File: config.mk
export PLATFORM = sky130hd
export DESIGN_NAME = wave_timer14
export DESIGN_NICKNAME = d
export VERILOG_FILES = /design/src/rtl/tmr14_pkg.sv /design/src/rtl/tmr14_sync_edge.sv /design/src/rtl/tmr14_len_reg.sv /design/src/rtl/tmr14_core.sv /design/src/rtl/tmr14_wave.sv /design/src/rtl/wave_timer14.sv
export SDC_FILE = /design/constraint.sdc
export NUM_CORES = 1
export LEC_CHECK = 0
export ABC_AREA = 0
export BUFFER_PORTS_ARGS = -buffer_cell sky130_fd_sc_hd__buf_4
export CELL_PAD_IN_SITES_DETAIL_PLACEMENT = 1
export CELL_PAD_IN_SITES_GLOBAL_PLACEMENT = 1
export CORE_MARGIN = 2
export CORE_UTILIZATION = 44
export DETAILED_ROUTE_END_ITERATION = 10
export GPL_TIMING_DRIVEN = 0
export HOLD_SLACK_MARGIN = 0.08
export PLACE_DENSITY = 0.79
export SETUP_SLACK_MARGIN = 0.2
export SYNTH_ARGS = -nofsm -noshare
export SYNTH_HDL_FRONTEND = slang
export SYNTH_SLANG_ARGS = --single-unit
File: constraint.sdc
create_clock -name clk -period 2.8 [get_ports clk]
set_input_delay 0.84 -clock clk [delete_from_list [all_inputs] [get_ports clk]]
set_output_delay 0.84 -clock clk [all_outputs]
set_load 0.02 [all_outputs]
File: src/rtl/tmr14_pkg.sv
// Shared definitions for the 14-bit mode timer.
// Assumes: command encoding is fixed by the host's command byte layout.
package tmr14_pkg;
    typedef enum logic [1:0] {
        CMD_NOP     = 2'b00,
        CMD_STOP    = 2'b01,
        CMD_STOP_TC = 2'b10,
        CMD_START   = 2'b11
    } tmr_cmd_e;

    localparam int MODE_W = 2;
endpackage

File: src/rtl/tmr14_sync_edge.sv
// Synchronises the asynchronous timer input and emits a one-clock tick on
// each rising edge. Assumes the input stays high and low for at least
// STAGES+1 clocks each.
module tmr14_sync_edge #(
    parameter int STAGES = 2
) (
    input  logic clk,
    input  logic rst_n,
    input  logic async_in,
    output logic tick
);
    logic [STAGES-1:0] sync_q;
    logic              prev_q;

    // shift the input through the synchroniser chain and remember the last level
    always_ff @(posedge clk) begin
        if (!rst_n) begin
            sync_q <= '0;
            prev_q <= 1'b0;
        end else begin
            sync_q <= {sync_q[STAGES-2:0], async_in};
            prev_q <= sync_q[STAGES-1];
        end
    end

    assign tick = sync_q[STAGES-1] & ~prev_q;
endmodule

File: src/rtl/tmr14_len_reg.sv
// Count-length register written as two bytes: low byte carries count bits
// 7:0, high byte carries the mode in 7:6 and the upper count bits below.
// Assumes CNT_W is between 9 and 14 so the upper bits fit under the mode.
module tmr14_len_reg #(
    parameter int CNT_W = 14
) (
    input  logic                      clk,
    input  logic                      rst_n,
    input  logic                      wr_en,
    input  logic                      wr_hi,
    input  logic [7:0]                wr_data,
    output logic [CNT_W-1:0]          len_q,
    output logic [tmr14_pkg::MODE_W-1:0] mode_q
);
    localparam int HI_W = CNT_W - 8;

    // capture the selected byte of the length register
    always_ff @(posedge clk) begin
        if (!rst_n) begin
            len_q  <= '0;
            mode_q <= '0;
        end else if (wr_en) begin
            if (wr_hi) begin
                len_q[CNT_W-1:8] <= wr_data[HI_W-1:0];
                mode_q           <= wr_data[7:6];
            end else begin
                len_q[7:0] <= wr_data;
            end
        end
    end
endmodule

File: src/rtl/tmr14_core.sv
// Counter core: start/stop command handling, down counting, terminal count,
// reload, deferred start and the latched terminal-count flag.
// Assumes tick is a single-clock pulse; lengths below 2 are raised to 2.
module tmr14_core #(
    parameter int CNT_W = 14
) (
    input  logic                         clk,
    input  logic                         rst_n,
    input  logic                         tick,
    input  logic                         cmd_valid,
    input  logic [1:0]                   cmd,
    input  logic                         status_rd,
    input  logic [CNT_W-1:0]             clr_len,
    input  logic [tmr14_pkg::MODE_W-1:0] clr_mode,
    output logic [CNT_W-1:0]             count_q,
    output logic [CNT_W-1:0]             act_len_q,
    output logic [tmr14_pkg::MODE_W-1:0] act_mode_q,
    output logic                         running_q,
    output logic                         start_pend_q,
    output logic                         stop_pend_q,
    output logic                         flag_q
);
    import tmr14_pkg::*;

    localparam logic [CNT_W-1:0] MIN_LEN = CNT_W'(2);
    localparam logic [CNT_W-1:0] ONE     = CNT_W'(1);

    logic [CNT_W-1:0] load_len;
    logic             stop_now;
    logic             start_idle;
    logic             at_tc;
    logic             repeat_mode;

    // derive command decodes and the clamped reload value
    always_comb begin
        load_len    = (clr_len < MIN_LEN) ? MIN_LEN : clr_len;
        stop_now    = cmd_valid && (cmd == CMD_STOP);
        start_idle  = cmd_valid && (cmd == CMD_START) && !running_q;
        at_tc       = running_q && tick && (count_q == ONE) && !stop_now;
        repeat_mode = act_mode_q[0];
    end

    // advance the counter state and its pending-command flags
    always_ff @(posedge clk) begin
        if (!rst_n) begin
            count_q      <= '0;
            act_len_q    <= '0;
            act_mode_q   <= '0;
            running_q    <= 1'b0;
            start_pend_q <= 1'b0;
            stop_pend_q  <= 1'b0;
        end else begin
            if (cmd_valid && running_q) begin
                case (cmd)
                    CMD_STOP: begin
                        running_q    <= 1'b0;
                        start_pend_q <= 1'b0;
                        stop_pend_q  <= 1'b0;
                    end
                    CMD_STOP_TC: begin
                        stop_pend_q  <= 1'b1;
                        start_pend_q <= 1'b0;
                    end
                    CMD_START: begin
                        start_pend_q <= 1'b1;
                        stop_pend_q  <= 1'b0;
                    end
                    default: ;
                endcase
            end else if (start_idle) begin
                count_q      <= load_len;
                act_len_q    <= load_len;
                act_mode_q   <= clr_mode;
                running_q    <= 1'b1;
                start_pend_q <= 1'b0;
                stop_pend_q  <= 1'b0;
            end

            if (running_q && tick && !stop_now) begin
                if (count_q == ONE) begin
                    if (start_pend_q) begin
                        count_q    <= load_len;
                        act_len_q  <= load_len;
                        act_mode_q <= clr_mode;
                    end else if (stop_pend_q || !repeat_mode) begin
                        count_q   <= '0;
                        running_q <= 1'b0;
                    end else begin
                        count_q <= act_len_q;
                    end
                    start_pend_q <= 1'b0;
                    stop_pend_q  <= 1'b0;
                end else begin
                    count_q <= count_q - ONE;
                end
            end
        end
    end

    // latch the terminal-count flag; a new terminal count beats a clear
    always_ff @(posedge clk) begin
        if (!rst_n) begin
            flag_q <= 1'b0;
        end else if (at_tc) begin
            flag_q <= 1'b1;
        end else if (status_rd || start_idle) begin
            flag_q <= 1'b0;
        end
    end
endmodule

File: src/rtl/tmr14_wave.sv
// Registered waveform generator. Bit 1 of the mode selects pulse shape
// (low while count is 1) versus half-count shape (high while count is above
// half the length). Assumes the output idles high.
module tmr14_wave #(
    parameter int CNT_W = 14
) (
    input  logic                         clk,
    input  logic                         rst_n,
    input  logic                         running,
    input  logic [CNT_W-1:0]             count,
    input  logic [CNT_W-1:0]             act_len,
    input  logic [tmr14_pkg::MODE_W-1:0] act_mode,
    output logic                         out_q
);
    logic [CNT_W-1:0] half_len;
    logic             wave;

    // choose the level for the present count
    always_comb begin
        half_len = act_len >> 1;
        if (act_mode[1]) begin
            wave = (count != CNT_W'(1));
        end else begin
            wave = (count > half_len);
        end
    end

    // register the pin level, high whenever the counter is idle
    always_ff @(posedge clk) begin
        if (!rst_n) begin
            out_q <= 1'b1;
        end else begin
            out_q <= running ? wave : 1'b1;
        end
    end
endmodule

File: src/rtl/wave_timer14.sv
// Top of the 14-bit mode timer: input synchroniser, length register,
// counter core, waveform generator and the count/mode read mux.
// Assumes CNT_W + MODE_W equals 16 so the read-back fills two bytes.
module wave_timer14 #(
    parameter int CNT_W       = 14,
    parameter int SYNC_STAGES = 2
) (
    input  logic       clk,
    input  logic       rst_n,
    input  logic       tmr_in,
    input  logic       wr_en,
    input  logic       wr_hi,
    input  logic [7:0] wr_data,
    input  logic       cmd_valid,
    input  logic [1:0] cmd,
    input  logic       status_rd,
    input  logic       rd_hi,
    output logic [7:0] rd_data,
    output logic       tmr_out,
    output logic       tc_flag
);
    import tmr14_pkg::*;

    logic                   tick;
    logic [CNT_W-1:0]       clr_len;
    logic [MODE_W-1:0]      clr_mode;
    logic [CNT_W-1:0]       count;
    logic [CNT_W-1:0]       act_len;
    logic [MODE_W-1:0]      act_mode;
    logic                   running;
    logic                   start_pend;
    logic                   stop_pend;

    tmr14_sync_edge #(.STAGES(SYNC_STAGES)) u_sync (
        .clk(clk), .rst_n(rst_n), .async_in(tmr_in), .tick(tick)
    );

    tmr14_len_reg #(.CNT_W(CNT_W)) u_len (
        .clk(clk), .rst_n(rst_n), .wr_en(wr_en), .wr_hi(wr_hi),
        .wr_data(wr_data), .len_q(clr_len), .mode_q(clr_mode)
    );

    tmr14_core #(.CNT_W(CNT_W)) u_core (
        .clk(clk), .rst_n(rst_n), .tick(tick), .cmd_valid(cmd_valid),
        .cmd(cmd), .status_rd(status_rd), .clr_len(clr_len),
        .clr_mode(clr_mode), .count_q(count), .act_len_q(act_len),
        .act_mode_q(act_mode), .running_q(running),
        .start_pend_q(start_pend), .stop_pend_q(stop_pend), .flag_q(tc_flag)
    );

    tmr14_wave #(.CNT_W(CNT_W)) u_wave (
        .clk(clk), .rst_n(rst_n), .running(running), .count(count),
        .act_len(act_len), .act_mode(act_mode), .out_q(tmr_out)
    );

    // select the live count byte or the mode plus upper count bits
    always_comb begin
        rd_data = rd_hi ? {act_mode, count[CNT_W-1:8]} : count[7:0];
    end
endmodule

==> run_results.csv, run 1 <==
group,metric,value,unit
global_routing,grtUsageMet2,47.8,%
timing,timing.final.crit_period,2.48,ns
finish,post_route_cells_drive_above_1_share,13.3,%
logic_synthesis,async_flop_share,0,%
cts,cts_hold_buffers,0,
floorplanning,dieHeight,88.3,um
timing,setup-violations-final,0,
cts,sinks_on_the_clock_net,54,
logic_synthesis,synth_top_family_by_area,"simple AND/OR/NAND/NOR gates",
global_routing,vias_in_the_first_global_route,3220,
outcome,run_status,"complete, no violations",
setup_path,setup.worst_path.start_class,"register",
pwr,fin_total_pwr,1.60,mW
min_path,hp-class,"register to register",
floorplanning,floorplan.initialDensity,45.7,%
finish,most-common-layout-cells,"nand2_1, dfxtp_1, o21ai_0, nand3_1",
floorplanning,placeableCoreArea,6830,um2
timing,report.final.hold_viol_count,0,
logic_synthesis,mappedNetlistNets,434,
detailed_routing,routed_via_density,6.00,
global_routing,first_pass_grt_wire_length,16600,um
setup_path,required,3.01,ns
cts,ctsRootBufferMaster,"clkbuf_8",
global_routing,global_route.usage.met3,3.17,%
logic_synthesis,synthFlopType,"dfxtp_1",
setup_path,critPathSlowestCell,"or4b_2",
logic_synthesis,post_synth_inst_count,401,
global_routing,top_usage_layer,"met2",
finish,antenna_cells_inserted,0,
timing,final_min_period_over_clock_period,88.6,%
detailed_routing,detail_route.drc_violations,0,
cts,tritoncts,"yes",
cts,worst_skew_pair.late_latency,0.31,ns
setup_path,worst-setup-path-type,"register to register",
logic_synthesis,synth-edff-count,0,
detailed_routing,drt-pass1-iter-count,5,
logic_synthesis,synthesis.area,3120,um2
logic_synthesis,yosysWarningCount,0,
timing,tightestPinTransition,1.25,ns
logic_synthesis,synth_cell_type_count,54,
detailed_routing,routed-via-count,3186,
logic_synthesis,synth_top_area_cell,"dfxtp_1",
floorplanning,die_area,7790,um2
logic_synthesis,post_synth_xor_area_fraction,1.40,%
detailed_routing,drt-wirelength-per-cell,19.4,um
global_routing,grt_use_met1,36.8,%
global_routing,initial_antenna_violation_count,0,
logic_synthesis,synth_compound_area_share,23.1,%
pwr,power.ir.vdd_worst,0.207,mV
logic_synthesis,synth_area_leaders,"dfxtp_1, nand2_1, ha_1, nand3_1, o21ai_0",
logic_synthesis,synth_top_area_share,34.6,%
cts,htreeDepth,2,
place,io_buffer_count,26,
timing,achievable-frequency,0.403,GHz
global_routing,grt_util_all_layers,28.1,%
detailed_routing,drtIter0Drc,224,
timing,rsz_0062_raised_after_global_routing,"no",
logic_synthesis,yosys.area_share.adder,6.01,%
detailed_routing,ant_nets,0,
finish,layout.cells.most_common,"nand2_1",
logic_synthesis,synth.mux.area_fraction,2.88,%
floorplanning,rows,30,
setup_path,worstPathCellList,"inv_1, ha_1, or4b_2, clkbuf_2, or3_1, and2_0, o311a_1",
cts,post-cts-setup-buffer-count,0,
place,gp_congestion,0.976,
setup_path,critPathCaptureType,"register",
setup_path,critical_path_arrival,2.69,ns
timing,setup_total_negative_slack,0,ns
setup_path,cp_max_fo,6,
run,drv_cap,0,
cts,clk_pin_slew_worst_paths,0.10,ns
pwr,power_density,450,nW/um2
logic_synthesis,synth-simple-area-share,26.8,%
floorplanning,chipWidth,88.3,um
finish,layout.nets,467,
cts,clockBufferDepth,2,
logic_synthesis,post_synth.cell_area_avg,7.79,um2
setup_path,slowest_delay,0.59,ns
timing,slew-limit-headroom,16.6,%
logic_synthesis,synth_seq_cells,54,
place,dpl.hpwl,8040,um
finish,areaGrowthSynthToFinish,13.7,%
floorplanning,io_pins,28,
pwr,static_leak,1.29,nW
global_routing,grt_remaining_overflow,0,
detailed_routing,wire_length_after_detailed_routing,10300,um
cts,numCtsBuffers,5,
timing,finClkSkew,0.00539,ns
timing,drv_slew,0,
global_routing,maximum_number_of_pins_on_one_net_before_global_route_repair,18,
logic_synthesis,synth_seq_area_share,34.6,%
-- flip-flops by register name (all words and copies together), names as in the netlist --
signal	count
u_core.act_len_q	14
u_core.count_q	14
u_len.len_q	14
u_core.act_mode_q	2
u_len.mode_q	2
u_sync.sync_q	2
u_core.flag_q	1
u_core.running_q	1
u_core.start_pend_q	1
u_core.stop_pend_q	1
u_sync.prev_q	1
u_wave.out_q	1
-- path summary, 6_finish.rpt --
kind / to / from / slack [ns] / cells after the start
max: u_core.count_q[12] / u_core.count_q[0] / 0.32 / 7
min: u_sync.sync_q[1] / u_sync.sync_q[0] / 0.46 / 1
max reg2reg: u_core.count_q[12] / u_core.count_q[0] / 0.32 / 7
min reg2reg: u_sync.sync_q[1] / u_sync.sync_q[0] / 0.46 / 1
-- Yosys cell counts (2+ instances only) --
cell and count:
a2111oi_0 4, a211oi_1 5, a21o_1 3, a21oi_1 26
a221oi_1 2, a22oi_1 7, a31oi_1 4, a32oi_1 2
and2_1 6, and3_1 3, and4_1 2, buf_1 3
clkbuf_1 20, dfxtp_1 54, ha_1 15, inv_1 17
mux2_2 8, nand2_1 57, nand2b_1 2, nand3_1 33
nand4_1 2, nor2_1 21, nor2b_1 6, nor3_1 10
nor3b_1 3, nor4_1 8, o211ai_1 6, o21a_1 2
o21ai_0 33, o311a_1 5, o31ai_1 2, o41ai_1 2
or2_2 3, or4_1 2, xor2_1 4
-- per-layer routing --
layer  part of all wire, %  wire length, um
met1                    45             4650
met2                    48             4950
met3                   3.9              406
met4                   2.8              283
met5                     0                0
-- power by group --
part           switching [mW]  internal, mW  leakage (nW)  total [mW]
sequential             0.0324         0.791         0.439       0.823
combinational           0.173         0.118         0.804       0.290
clock                   0.279         0.205        0.0478       0.484
total                   0.484          1.11          1.29        1.60
-- per-stage QoR --
stage	utilization, %	cells	instance area (um2)	setup WS, ns	hold slack, ns
floorplan	-	401	3120	0.413	0.412
global placement	50.3	523	3440	0.116	0.415
CTS	51.8	531	3540	0.293	0.459
global route	52.0	531	3550	0.215	0.474
detailed placement	50.3	523	3440	0.105	0.435
finish	52.0	531	3550	0.318	0.459
-- logic make-up after synthesis --
family                   Yosys count
AND/OR/NAND/NOR                  167
AO/OA/AOI/OAI                    111
flip-flops                        54
buffers and inverters             41
adder cells (fa/ha/maj)           15
multiplexers                       8
XOR/XNOR                           5
-- critical path, delay by kind of cell, from the launching register on --
family / cells / cell delay, ns
flip-flops: 1 / 0.39
buffers and inverters: 2 / 0.33
adder cells (fa/ha/maj): 1 / 0.21
AND/OR/NAND/NOR: 3 / 1.11
AO/OA/AOI/OAI: 1 / 0.34
-- area by class of cell --
cell class                 count  area, um2
sequential                    54       1080
clock inverter                 2       16.3
clock buffer                   6       82.6
buffer                        24        100
fill                         887       3280
inverter                      17       63.8
timing repair buffer          26        195
multi-input combinational    306       1890
tap                           96        120
-- timing repair --
action | CTS | global route
setup endpoints to repair | 6 | 13
pin swaps | 0 | 0
endpoints found under the hold margin | 0 | 0
gates resized for setup | 1 | 4
(Power assumes the default switching activity.)
==> run 2: changes to the inputs <==
clock period = 2.95 ns   (was 2.8 ns; I/O delays follow)
==> run 2 against run 1 <==
Against the previous run:
- final cell count did not move
- sequential cell count is the same
- register-to-register slack improved by 0.09 ns
- sequential share of layout area rose by 0.13 points
- global-route usage did not move
- largest power group unchanged
- clock-buffer cell count is the same
- first-iteration DRC count down 6.7%
==> run_results.csv, run 2 (same netlist as run 1, synthesis figures left out) <==
group,metric,value,unit
place,io_buffer_count,26,
timing,drv_slew,0,
pwr,sequential_fraction_of_design_power,51.6,%
place,dpl.hpwl,8040,um
finish,layout.nets,467,
detailed_routing,drt-pass1-iter-count,5,
setup_path,worstPathCellList,"clkbuf_1, mux2_2, buf_4",
setup_path,worst-setup-path-type,"input pin to output port",
global_routing,grt_util_all_layers,28.1,%
cts,numCtsBuffers,5,
timing,setup-violations-final,0,
finish,final_core_util,51.8,%
setup_path,critPathSlowestCell,"mux2_2",
detailed_routing,routed-via-count,3203,
cts,clockBufferDepth,2,
detailed_routing,wire_length_after_detailed_routing,10300,um
timing,tightestPinTransition,1.25,ns
finish,antenna_cells_inserted,0,
global_routing,maximum_number_of_pins_on_one_net_before_global_route_repair,18,
global_routing,initial_antenna_violation_count,0,
global_routing,vias_in_the_first_global_route,3220,
cts,post_cts_resize_count,0,
timing,achievable-frequency,0.370,GHz
pwr,p_int,1.06,mW
setup_path,r2r_cells,8,
detailed_routing,ant_nets,0,
setup_path,setup.worst_path.start_class,"input pin",
floorplanning,chipWidth,88.3,um
timing,timing.final.crit_period,2.70,ns
global_routing,grt_use_met1,36.8,%
finish,post_route_cells_drive_above_1_share,12.4,%
cts,worst_skew_pair.late_latency,0.31,ns
finish,layout.cells.most_common,"nand2_1",
outcome,run_status,"complete, no violations",
timing,setup_total_negative_slack,0,ns
detailed_routing,detail_route.drc_violations,0,
setup_path,cp_max_fo,10,
floorplanning,placeableCoreArea,6830,um2
cts,cts_hold_buffers,0,
global_routing,global_route.usage.met3,3.17,%
global_routing,top_usage_layer,"met2",
finish,most-common-layout-cells,"nand2_1, dfxtp_1, o21ai_0, nand3_1",
global_routing,grtUsageMet2,47.8,%
min_path,worst_hold_path.num_cells,1,
timing,report.final.hold_viol_count,0,
pwr,fin_total_pwr,1.52,mW
pwr,power_density,428,nW/um2
finish,final_area,3540,um2
floorplanning,io_pins,28,
setup_path,slowest_delay,0.40,ns
cts,tritoncts,"yes",
pwr,pwr-share-comb,18.0,%
timing,finClkSkew,0.00660,ns
setup_path,required,2.07,ns
pwr,clockPowerShare,30.4,%
setup_path,critPathCaptureType,"output port",
floorplanning,rows,30,
floorplanning,dieHeight,88.3,um
setup_path,critical_path_arrival,1.82,ns
cts,clk_pin_slew_worst_paths,0.10,ns
global_routing,first_pass_grt_wire_length,16600,um
timing,slew-limit-headroom,16.3,%
run,drv_cap,0,
cts,ctsRootBufferMaster,"clkbuf_8",
pwr,netSwitchingPower,0.460,mW
detailed_routing,drt-wirelength-per-cell,19.3,um
place,detailed_place.area,3440,um2
finish,fillerInstances,890,
timing,final_min_period_over_clock_period,91.5,%
floorplanning,floorplan.initialDensity,45.7,%
floorplanning,die_area,7790,um2
cts,sinks_on_the_clock_net,54,
pwr,power.ir.vdd_worst,0.196,mV
cts,post-cts-setup-buffer-count,0,
timing,rsz_0062_raised_after_global_routing,"no",
pwr,sw_frac_of_total,30.3,%
place,gp_congestion,0.976,
pwr,static_leak,1.28,nW
detailed_routing,drtIter0Drc,209,
finish,largest_registers,"u_core.act_len_q: 14 flops, u_core.count_q: 14 flops, u_len.len_q: 14 flops",
global_routing,grt_remaining_overflow,0,
cts,htreeDepth,2,
min_path,hp-class,"register to register",
detailed_routing,routed_via_density,6.03,
finish,areaGrowthSynthToFinish,13.3,%
run 2: cell counts in the layout (fill, tap and decap cells not counted):
Identical to the previous run, type by type.
run 2: worst paths after layout:
check,from,endpoint,slack [ns]
worst min-delay path,u_sync.sync_q[0],u_sync.sync_q[1],0.46
worst max register to register,u_core.count_q[0],u_core.count_q[8],0.41
worst max-delay path,rd_hi,rd_data[6],0.25
worst min register to register,u_sync.sync_q[0],u_sync.sync_q[1],0.46
run 2: layout make-up:
type	count	area, um2	share of cell area [%]
tap	96	120	3.39
clock inverter	2	16.3	0.460
timing repair buffer	26	195	5.52
clock buffer	6	82.6	2.33
buffer	24	97.6	2.76
multi-input combinational	306	1880	53.2
sequential	54	1080	30.6
inverter	17	63.8	1.80
run 2: per-layer routing:
metal  vias to the layer above  wire length, um
li1                       1532                -
met1                      1543             4490
met2                       107             4990
met3                        21              544
met4                         0              241
met5                         -                0
run 2: power groups by stage:
stage | sequential [mW] | clock, mW | combinational [mW]
floorplan | 0.786 | 0 | 0.186
global placement | 0.796 | 0 | 0.265
detailed placement | 0.798 | 0 | 0.270
CTS | 0.781 | 0.468 | 0.272
global route | 0.785 | 0.489 | 0.303
finish | 0.782 | 0.461 | 0.273
run 2: metrics by stage:
step | setup WS (ns) | hold slack (ns) | std cells
after detailed placement | 0.210 | 0.435 | 523
after floorplan | 0.473 | 0.412 | 401
after global placement | 0.221 | 0.415 | 523
final | 0.249 | 0.457 | 531
after CTS | 0.235 | 0.459 | 531
after global routing | 0.217 | 0.474 | 531
run 2: worst max-delay path, delay by kind of cell:
kind,cells,cell delay (ns)
mux,1,0.40
buf+inv,2,0.53
==> run 3: changes to the inputs <==
CORE_UTILIZATION = 40   (was 44)
PLACE_DENSITY = 0.73   (was 0.79)
==> run 3 against run 2 <==
Against the previous run:
- largest power group unchanged
- non-clock buffer count is the same
- combinational power is essentially flat
- clock-buffer cell count is the same
- largest cell class unchanged
- setup slack lost 0.014 ns
==> run_results.csv, run 3 (same netlist as run 1, synthesis figures left out) <==
group,metric,value,unit
min_path,hp-class,"register to register",
outcome,run_status,"complete, no violations",
cts,clk_pin_slew_worst_paths,0.10,ns
setup_path,slowest_delay,0.40,ns
setup_path,crit_family,"buffers and inverters",
setup_path,critPathCaptureType,"output port",
place,io_buffer_count,26,
timing,drv_slew,0,
timing,final_min_period_over_clock_period,92.0,%
finish,layout.cells.most_common,"nand2_1",
floorplanning,floorplan.initialDensity,40.9,%
detailed_routing,drtIter0Drc,166,
timing,timing.final.crit_period,2.71,ns
floorplanning,dieHeight,92.4,um
detailed_routing,routed_via_density,5.80,
floorplanning,rows,32,
timing,report.final.hold_viol_count,0,
timing,setup_total_negative_slack,0,ns
timing,achievable-frequency,0.368,GHz
global_routing,vias_in_the_first_global_route,3253,
global_routing,maximum_number_of_pins_on_one_net_before_global_route_repair,19,
run,drv_cap,0,
timing,finClkSkew,0.00783,ns
global_routing,first_pass_grt_wire_length,17300,um
finish,most-common-layout-cells,"nand2_1, dfxtp_1, o21ai_0, nand3_1",
global_routing,grt_util_all_layers,26.1,%
timing,tightestPinTransition,0.759,ns
place,gp_congestion,0.935,
detailed_routing,detail_route.drc_violations,0,
floorplanning,chipWidth,92.4,um
global_routing,initial_antenna_violation_count,0,
setup_path,required,2.07,ns
setup_path,worst-setup-path-type,"input pin to output port",
finish,largest_registers,"u_core.act_len_q: 14 flops, u_core.count_q: 14 flops, u_len.len_q: 14 flops",
finish,layout.nets,467,
detailed_routing,drt-pass1-iter-count,4,
timing,setup-violations-final,0,
cts,sinks_on_the_clock_net,54,
global_routing,grt_remaining_overflow,0,
timing,slew-limit-headroom,48.9,%
detailed_routing,wire_length_after_detailed_routing,10700,um
cts,numCtsBuffers,5,
finish,post_route_cells_drive_above_1_share,13.1,%
cts,ctsRootBufferMaster,"clkbuf_8",
setup_path,cp_max_fo,10,
setup_path,critPathSlowestCell,"mux2_2",
pwr,power_density,430,nW/um2
pwr,static_leak,1.29,nW
floorplanning,die_area,8530,um2
cts,cts_hold_buffers,0,
cts,tritoncts,"yes",
setup_path,worstPathCellList,"clkbuf_1, mux2_2, buf_4",
cts,htreeDepth,2,
floorplanning,placeableCoreArea,7650,um2
cts,post-cts-setup-buffer-count,0,
cts,worst_skew_pair.late_latency,0.31,ns
place,dpl.hpwl,8440,um
detailed_routing,drt-wirelength-per-cell,20.0,um
setup_path,critical_path_buf_inv_count,2,
detailed_routing,routed-via-count,3112,
finish,antenna_cells_inserted,0,
setup_path,critical_path_arrival,1.83,ns
pwr,power.ir.vdd_worst,0.303,mV
timing,hold_slack,0.455,ns
floorplanning,io_pins,28,
setup_path,setup.worst_path.start_class,"input pin",
finish,final_core_util,46.6,%
detailed_routing,ant_nets,0,
finish,areaGrowthSynthToFinish,14.2,%
timing,rsz_0062_raised_after_global_routing,"no",
cts,clockBufferDepth,2,
run 3: changes by cell type in the layout (fill, tap and decap cells not counted), sizes merged:
cell / change
inv: +1
clkinvlp: -1
run 3: final timing paths:
check                          from  slack (ns)  cells past startpoint                 to
hold reg to reg    u_sync.sync_q[0]        0.46                      1   u_sync.sync_q[1]
setup reg to reg  u_core.count_q[0]        0.37                      8  u_core.count_q[8]
setup / recovery              rd_hi        0.24                      3         rd_data[4]
hold / removal     u_sync.sync_q[0]        0.46                      1   u_sync.sync_q[1]
run 3: stage by stage:
stage | setup WS [ns] | cells | instance area [um2] | power [mW]
after global routing | 0.210 | 537 | 3570 | 1.60
after global placement | 0.209 | 529 | 3450 | 1.06
after CTS | 0.232 | 537 | 3550 | 1.54
after floorplan | 0.473 | 401 | 3120 | 0.971
after detailed placement | 0.233 | 529 | 3450 | 1.07
final | 0.236 | 537 | 3570 | 1.53
run 3: area by class of cell:
cell class	count	area (um2)
fill	957	4080
multi-input combinational	306	1900
sequential	54	1080
timing repair buffer	26	195
tap	102	128
buffer	24	97.6
clock buffer	6	82.6
inverter	17	63.8
clock inverter	2	20.0
run 3: report_power, final:
part / internal (mW) / switching, mW / leakage, nW / total, mW
clock: 0.200 / 0.274 / 0.0537 / 0.474
combinational: 0.112 / 0.164 / 0.803 / 0.276
sequential: 0.751 / 0.0320 / 0.439 / 0.783
total: 1.06 / 0.470 / 1.29 / 1.53
run 3: metal layers:
layer | wire length, um | GRT usage [%]
met2 | 5280 | 45.0
met4 | 104 | 7.21
met3 | 505 | 4.64
met5 | 0 | 0
met1 | 4850 | 33.4
run 3: timing repair:
action | CTS | global route
endpoints found under the setup margin | 0 | 9
resized for setup | 0 | 2
endpoints found under the hold margin | 0 | 0
